## src/rtl/ea_pkg.sv

```systemverilog
package ea_pkg;
   localparam int MODE_W = 4;

   typedef enum logic [MODE_W-1:0] {
      M_NONE = 4'd0,
      M_ZP   = 4'd1,
      M_ZPX  = 4'd2,
      M_ZPY  = 4'd3,
      M_ABS  = 4'd4,
      M_ABSX = 4'd5,
      M_ABSY = 4'd6,
      M_INDX = 4'd7,
      M_INDY = 4'd8,
      M_JIND = 4'd9
   } ea_mode_e;

   typedef enum logic [1:0] {
      F_IDLE = 2'd0,
      F_LO   = 2'd1,
      F_HI   = 2'd2
   } fetch_state_e;
endpackage

```

## src/rtl/ea_index_add.sv

```systemverilog
module ea_index_add #(
   parameter int AW        = 16,
   parameter int DW        = 8,
   parameter bit PAGE_WRAP = 1'b0
) (
   input  logic [AW-1:0] base,
   input  logic [DW-1:0] idx,
   output logic [AW-1:0] sum
);
   localparam int HW = AW - DW;

   generate
      if (PAGE_WRAP) begin : g_page
         logic [DW-1:0] low_sum;
         assign low_sum = base[DW-1:0] + idx;
         assign sum     = {{HW{1'b0}}, low_sum};
      end else begin : g_full
         assign sum = base + {{HW{1'b0}}, idx};
      end
   endgenerate
endmodule

```

## src/rtl/ea_direct_calc.sv

```systemverilog
module ea_direct_calc
   import ea_pkg::*;
#(
   parameter int AW = 16,
   parameter int DW = 8
) (
   input  logic [MODE_W-1:0] mode,
   input  logic [AW-1:0]     operand,
   input  logic [DW-1:0]     rx,
   input  logic [DW-1:0]     ry,
   output logic [AW-1:0]     direct_ea,
   output logic [AW-1:0]     ptr_base,
   output logic              is_none,
   output logic              is_indirect,
   output logic              ptr_page0
);
   localparam int HW = AW - DW;

   logic [DW-1:0] idx;
   logic [AW-1:0] zp_base;
   logic [AW-1:0] zp_sum;
   logic [AW-1:0] abs_sum;

   assign zp_base = {{HW{1'b0}}, operand[DW-1:0]};

   always_comb begin
      case (mode)
         M_ZPX, M_ABSX, M_INDX: idx = rx;
         M_ZPY, M_ABSY:         idx = ry;
         default:               idx = '0;
      endcase
   end

   ea_index_add #(.AW(AW), .DW(DW), .PAGE_WRAP(1'b1)) u_zp_add (
      .base (zp_base),
      .idx  (idx),
      .sum  (zp_sum)
   );

   ea_index_add #(.AW(AW), .DW(DW), .PAGE_WRAP(1'b0)) u_abs_add (
      .base (operand),
      .idx  (idx),
      .sum  (abs_sum)
   );

   always_comb begin
      direct_ea   = '0;
      ptr_base    = '0;
      is_none     = 1'b0;
      is_indirect = 1'b0;
      ptr_page0   = 1'b0;
      case (mode)
         M_ZP, M_ZPX, M_ZPY:    direct_ea = zp_sum;
         M_ABS, M_ABSX, M_ABSY: direct_ea = abs_sum;
         M_INDX: begin
            is_indirect = 1'b1;
            ptr_base    = zp_sum;
            ptr_page0   = 1'b1;
         end
         M_INDY: begin
            is_indirect = 1'b1;
            ptr_base    = zp_base;
            ptr_page0   = 1'b1;
         end
         M_JIND: begin
            is_indirect = 1'b1;
            ptr_base    = operand;
         end
         default: is_none = 1'b1;
      endcase
   end
endmodule

```

## src/rtl/ea_ptr_fetch.sv

```systemverilog
module ea_ptr_fetch
   import ea_pkg::*;
#(
   parameter int AW            = 16,
   parameter int DW            = 8,
   parameter bit JMP_PAGE_WRAP = 1'b0
) (
   input  logic          clk,
   input  logic          rst_n,
   input  logic          launch,
   input  logic [AW-1:0] base_addr,
   input  logic          page0,
   output logic [AW-1:0] mem_addr,
   output logic          mem_req,
   input  logic          mem_ready,
   input  logic [DW-1:0] mem_rdata,
   output logic          busy,
   output logic [AW-1:0] ptr,
   output logic          ptr_valid
);
   fetch_state_e  state;
   logic [AW-1:0] addr_q;
   logic [AW-1:0] next_addr;
   logic [AW-1:0] next_full;
   logic [AW-1:0] next_wrap;
   logic [DW-1:0] lo_q;
   logic          page0_q;

   assign next_full = addr_q + {{(AW-1){1'b0}}, 1'b1};
   assign next_wrap = {addr_q[AW-1:DW], addr_q[DW-1:0] + {{(DW-1){1'b0}}, 1'b1}};

   generate
      if (JMP_PAGE_WRAP) begin : g_always_wrap
         assign next_addr = next_wrap;
      end else begin : g_select_wrap
         assign next_addr = page0_q ? next_wrap : next_full;
      end
   endgenerate

   always_ff @(posedge clk) begin
      if (!rst_n) begin
         state   <= F_IDLE;
         addr_q  <= '0;
         lo_q    <= '0;
         page0_q <= 1'b0;
      end else begin
         case (state)
            F_IDLE: begin
               if (launch) begin
                  addr_q  <= base_addr;
                  page0_q <= page0;
                  state   <= F_LO;
               end
            end
            F_LO: begin
               if (mem_ready) begin
                  lo_q   <= mem_rdata;
                  addr_q <= next_addr;
                  state  <= F_HI;
               end
            end
            F_HI: begin
               if (mem_ready) state <= F_IDLE;
            end
            default: state <= F_IDLE;
         endcase
      end
   end

   assign mem_req   = (state != F_IDLE);
   assign mem_addr  = addr_q;
   assign busy      = (state != F_IDLE);
   assign ptr_valid = (state == F_HI) && mem_ready;
   assign ptr       = {mem_rdata, lo_q};
endmodule

```

## src/rtl/ea_unit.sv

```systemverilog
module ea_unit
   import ea_pkg::*;
#(
   parameter int AW            = 16,
   parameter int DW            = 8,
   parameter bit JMP_PAGE_WRAP = 1'b0
) (
   input  logic              clk,
   input  logic              rst_n,
   input  logic              start,
   input  logic [MODE_W-1:0] mode,
   input  logic [DW-1:0]     op_lo,
   input  logic [DW-1:0]     op_hi,
   input  logic [DW-1:0]     reg_x,
   input  logic [DW-1:0]     reg_y,
   output logic [AW-1:0]     mem_addr,
   output logic              mem_req,
   input  logic              mem_ready,
   input  logic [DW-1:0]     mem_rdata,
   output logic [AW-1:0]     ea,
   output logic              done,
   output logic              no_mem
);
   generate
      if (AW != 2 * DW) begin : g_bad_width
         $error("ea_unit: AW must be twice DW");
      end
      if (DW < 2) begin : g_bad_data
         $error("ea_unit: DW must be at least 2");
      end
   endgenerate

   logic [AW-1:0]     direct_ea;
   logic [AW-1:0]     ptr_base;
   logic              is_none;
   logic              is_indirect;
   logic              ptr_page0;
   logic              busy;
   logic              accept;
   logic              launch;
   logic [AW-1:0]     ptr;
   logic              ptr_valid;
   logic [AW-1:0]     ptr_ea;
   logic [DW-1:0]     fin_idx;
   logic [MODE_W-1:0] mode_q;
   logic [DW-1:0]     y_q;
   logic [AW-1:0]     ea_q;
   logic              done_q;
   logic              no_mem_q;

   ea_direct_calc #(.AW(AW), .DW(DW)) u_direct (
      .mode        (mode),
      .operand     ({op_hi, op_lo}),
      .rx          (reg_x),
      .ry          (reg_y),
      .direct_ea   (direct_ea),
      .ptr_base    (ptr_base),
      .is_none     (is_none),
      .is_indirect (is_indirect),
      .ptr_page0   (ptr_page0)
   );

   assign accept = start && !busy;
   assign launch = accept && is_indirect;

   ea_ptr_fetch #(.AW(AW), .DW(DW), .JMP_PAGE_WRAP(JMP_PAGE_WRAP)) u_fetch (
      .clk       (clk),
      .rst_n     (rst_n),
      .launch    (launch),
      .base_addr (ptr_base),
      .page0     (ptr_page0),
      .mem_addr  (mem_addr),
      .mem_req   (mem_req),
      .mem_ready (mem_ready),
      .mem_rdata (mem_rdata),
      .busy      (busy),
      .ptr       (ptr),
      .ptr_valid (ptr_valid)
   );

   assign fin_idx = (mode_q == M_INDY) ? y_q : '0;

   ea_index_add #(.AW(AW), .DW(DW), .PAGE_WRAP(1'b0)) u_post_add (
      .base (ptr),
      .idx  (fin_idx),
      .sum  (ptr_ea)
   );

   always_ff @(posedge clk) begin
      if (!rst_n) begin
         mode_q   <= '0;
         y_q      <= '0;
         ea_q     <= '0;
         done_q   <= 1'b0;
         no_mem_q <= 1'b0;
      end else begin
         done_q   <= 1'b0;
         no_mem_q <= 1'b0;
         if (accept) begin
            mode_q <= mode;
            y_q    <= reg_y;
            if (!is_indirect) begin
               done_q   <= 1'b1;
               no_mem_q <= is_none;
               ea_q     <= is_none ? '0 : direct_ea;
            end
         end
         if (ptr_valid) begin
            done_q <= 1'b1;
            ea_q   <= ptr_ea;
         end
      end
   end

   assign ea     = ea_q;
   assign done   = done_q;
   assign no_mem = no_mem_q;
endmodule

```

## config.mk

```make
export PLATFORM = sky130hd
export DESIGN_NAME = ea_unit
export DESIGN_NICKNAME = d
export VERILOG_FILES = /design/src/rtl/ea_pkg.sv /design/src/rtl/ea_index_add.sv /design/src/rtl/ea_direct_calc.sv /design/src/rtl/ea_ptr_fetch.sv /design/src/rtl/ea_unit.sv
export SDC_FILE = /design/constraint.sdc
export NUM_CORES = 1
export LEC_CHECK = 0
export BUFFER_PORTS_ARGS = -buffer_cell sky130_fd_sc_hd__buf_4
export CAP_MARGIN = 20
export CORE_ASPECT_RATIO = 1.4
export CORE_MARGIN = 2
export CORE_UTILIZATION = 55
export DETAILED_ROUTE_END_ITERATION = 6
export PLACE_DENSITY = 0.85
export SLEW_MARGIN = 20
export SYNTH_ARGS = -nofsm -noshare
export SYNTH_HDL_FRONTEND = slang
export SYNTH_SLANG_ARGS = --single-unit
```

## constraint.sdc

```tcl
create_clock -name clk -period 6.87 [get_ports clk]
set_input_delay 2.061 -clock clk [delete_from_list [all_inputs] [get_ports clk]]
set_output_delay 2.061 -clock clk [all_outputs]
set_load 0.01 [all_outputs]
```

==> summary.md <==
| Metric | Value |
|---|---|
| Area Overhead vs Synth | 20.7% |
| RSZ-0062 raised after global routing | no |
| Crit Path Category | in2reg |
| Fin crit period | 4.40 ns |
| Crit path max fanout | 14 |
| Setup TNS | 0 ns |
| First drt pass iteration count | 7 |
| Worst path cell trace | buf_4 -> xor2_1 -> and2_1 -> a22oi_1 -> nor2_1 -> ha_1 -> fa_1 -> nand3_1 -> nand2_1 -> a21boi_0 -> nor2_1 -> nor4_1 -> o221a_2 |
| Die H | 106 um |
| Core footprint | 0.00727 mm^2 |
| WL/cell | 17.7 um |
| Antenna Violating Nets Remaining | 0 |
| Crit path max-delay family | simple AND/OR/NAND/NOR gates |
| Nets | 659 |
| Post-synth net total | 595 |
| Worst Path Required | 7.17 ns |
| Dpl hpwl | 9110 um |
| Hold Crit Class | reg2reg |
| Detailed Route WL | 12300 um |
| Worst Max-Slew Pin Slew | 0.957 ns |
| Via count | 4347 |
| Async SR Flop Fraction | 0 |
| CTS root buf | clkbuf_8 |
| Chip width | 76.6 um |
| Pwr Density | 182 mW/mm^2 |
| Num CTS Buffers | 9 |
| Antenna fix cells | 0 |
| Pin count of the biggest net entering global routing | 64 |
| Vias per Instance | 6.28 |
| Post-CTS Hold Fix Bufs | 0 |
| Drt drc | 0 |
| Initial core utilization | 0.559 |
| Crit path top cell by count | nor2_1 |
| Antenna violations before repair | 0 |
| Rows | 37 |
| # clock sinks | 57 |
| Htree depth | 3 |
| Fmax | 227 MHz |
| Slew Limit Fails | 0 |
| Yosys warning total | 0 |
| CP peak stage delay | 0.41 ns |
| Post-synth cell types | 66 |
| Synthesized cell area | 0.00406 mm^2 |
| Most frequent cells in the layout | buf_4, nand2_1, dfxtp_1 |
| Relative slew slack | 0.356 |
| Max VDD drop | 0.186 mV |
| Clock transition at path regs | 0.07 ns |
| CP Launch Type | primary input |
| Skew-Pair Late Insertion Delay | 0.36 ns |
| Global-route wire length before repair | 20300 um |
| Post-synth EDFFs | 0 |
| GP Congestion | 0.900 |
| Post-CTS Setup Inserts | 0 |
| CTS tree | yes |
| Vias in the first global route | 4217 |
| Final period util | 0.640 |
| Synth Register Bits | 57 |
| Slowest-stage cell, CP | fa_1 |
| Main synth FF type | dfxtp_1 |
| R2R Setup Slk | 3.62 ns |
| Crit path DAT | 4.70 ns |
| Min Hold Slack | 0.464 ns |
| CP Buf/Inv Count | 1 |
| Buffers on Ports | 82 |
| Endpoints failing setup | 0 |
| Avg Cell Area, Syn | 7.69 um^2 |
| Post_cts resized | 0 |
| Tot GR Track Use | 0.315 |
| Maxcap violations | 0 |
| Max clock buf depth | 2 |
| # IOs | 83 |
| Outcome | complete, no violations |
| Leading cell type in the layout, fill and taps excluded | buf_4 |
| Worst Setup End Kind | register |
| Share of cells above drive strength 1 | 0.188 |
| Clock Skew | 0.00536 ns |
| Sequential share of the synthesized area | 0.281 |
| Final hold vios | 0 |
| GRT Residual Overflow | 0 |
| P_leak | 2.05 nW |
| Full die area | 0.00810 mm^2 |
| Gate Count Post-Synth | 528 |
| DRT iter0 DRCs | 301 |
-- layout make-up --
cell class | count | area [um^2]
clock buffers | 11 | 151
clock inverters | 3 | 65.1
fillers | 629 | 2370
inverters | 11 | 41.3
multi-input cells | 429 | 2750
flip-flops and latches | 57 | 1140
well taps | 97 | 121
repair buffers | 84 | 631
-- synthesized netlist by cell type (all sizes together) (9+ instances only) --
cell	instances	area, um^2
a22oi	13	97.6
clkbuf	19	71.3
o21ai	30	154
nand3	17	85.1
nand2	83	312
and2	19	119
inv	11	41.3
a21oi	36	184
a221oi	11	96.3
xnor2	13	114
nor3b	9	67.6
nor2	35	131
buf	12	66.3
nor3	11	55.1
a21o	9	67.6
ha	17	213
a21boi	21	158
dfxtp	57	1140
nor2b	9	56.3
-- metal layers --
layer,track usage,vias up,wire (um)
li1,-,2065,-
met5,0,-,0
met4,0.164,0,572
met2,0.554,153,6270
met3,0.0736,42,602
met1,0.350,2087,4810
-- worst register-to-register path, cell delays in order, from the launching register on --
cell and delay (ns):
dfxtp_1 0.32, nor4b_2 0.60, and2_1 0.22, ha_1 0.16
inv_1 0.06, fa_1 0.40, nor2b_1 0.20, o31ai_2 0.14
a2111oi_0 0.51, xor2_1 0.17, a221oi_1 0.28, nor2_1 0.08
-- cell families after synthesis --
group                    after synthesis  share of synthesized area
AND/OR/NAND/NOR                      218                      0.269
AO/OA/AOI/OAI                        172                      0.300
flip-flops                            57                      0.281
buffers and inverters                 42                     0.0441
XOR/XNOR                              20                     0.0431
adder cells (fa/ha/maj)               19                     0.0622
-- where the power goes --
group	switching (mW)	internal (mW)
logic	0.100	0.0747
registers	0.00943	0.345
clock network	0.142	0.219
total	0.251	0.639
-- path summary, 6_finish.rpt --
check / from / end / cells past startpoint
min reg2reg: y_q[7] / y_q[7] / 2
max: mode[2] / u_fetch.mem_addr[6] / 13
min: y_q[7] / y_q[7] / 2
max reg2reg: mode_q[0] / ea[12] / 11
-- metrics by stage --
step	cell area (um^2)	util	cells	setup slack [ns]	total power, mW
2_1_floorplan	4060	-	528	2.28	0.461
3_3_place_gp	4680	0.644	678	2.24	0.529
3_5_place_dp	4680	0.644	678	2.18	0.532
4_1_cts	4900	0.674	692	2.54	0.889
5_1_grt	4900	0.674	692	2.38	0.924
6_report	4900	0.674	692	2.47	0.890
-- registers in the layout, summed over array words and instances, names as in the netlist --
register          flops
ea                   16
u_fetch.mem_addr     16
u_fetch.lo_q          8
y_q                   8
mode_q                4
u_fetch.state         2
done                  1
no_mem                1
u_fetch.page0_q       1
Note: power is estimated with default switching activity, not from simulation.
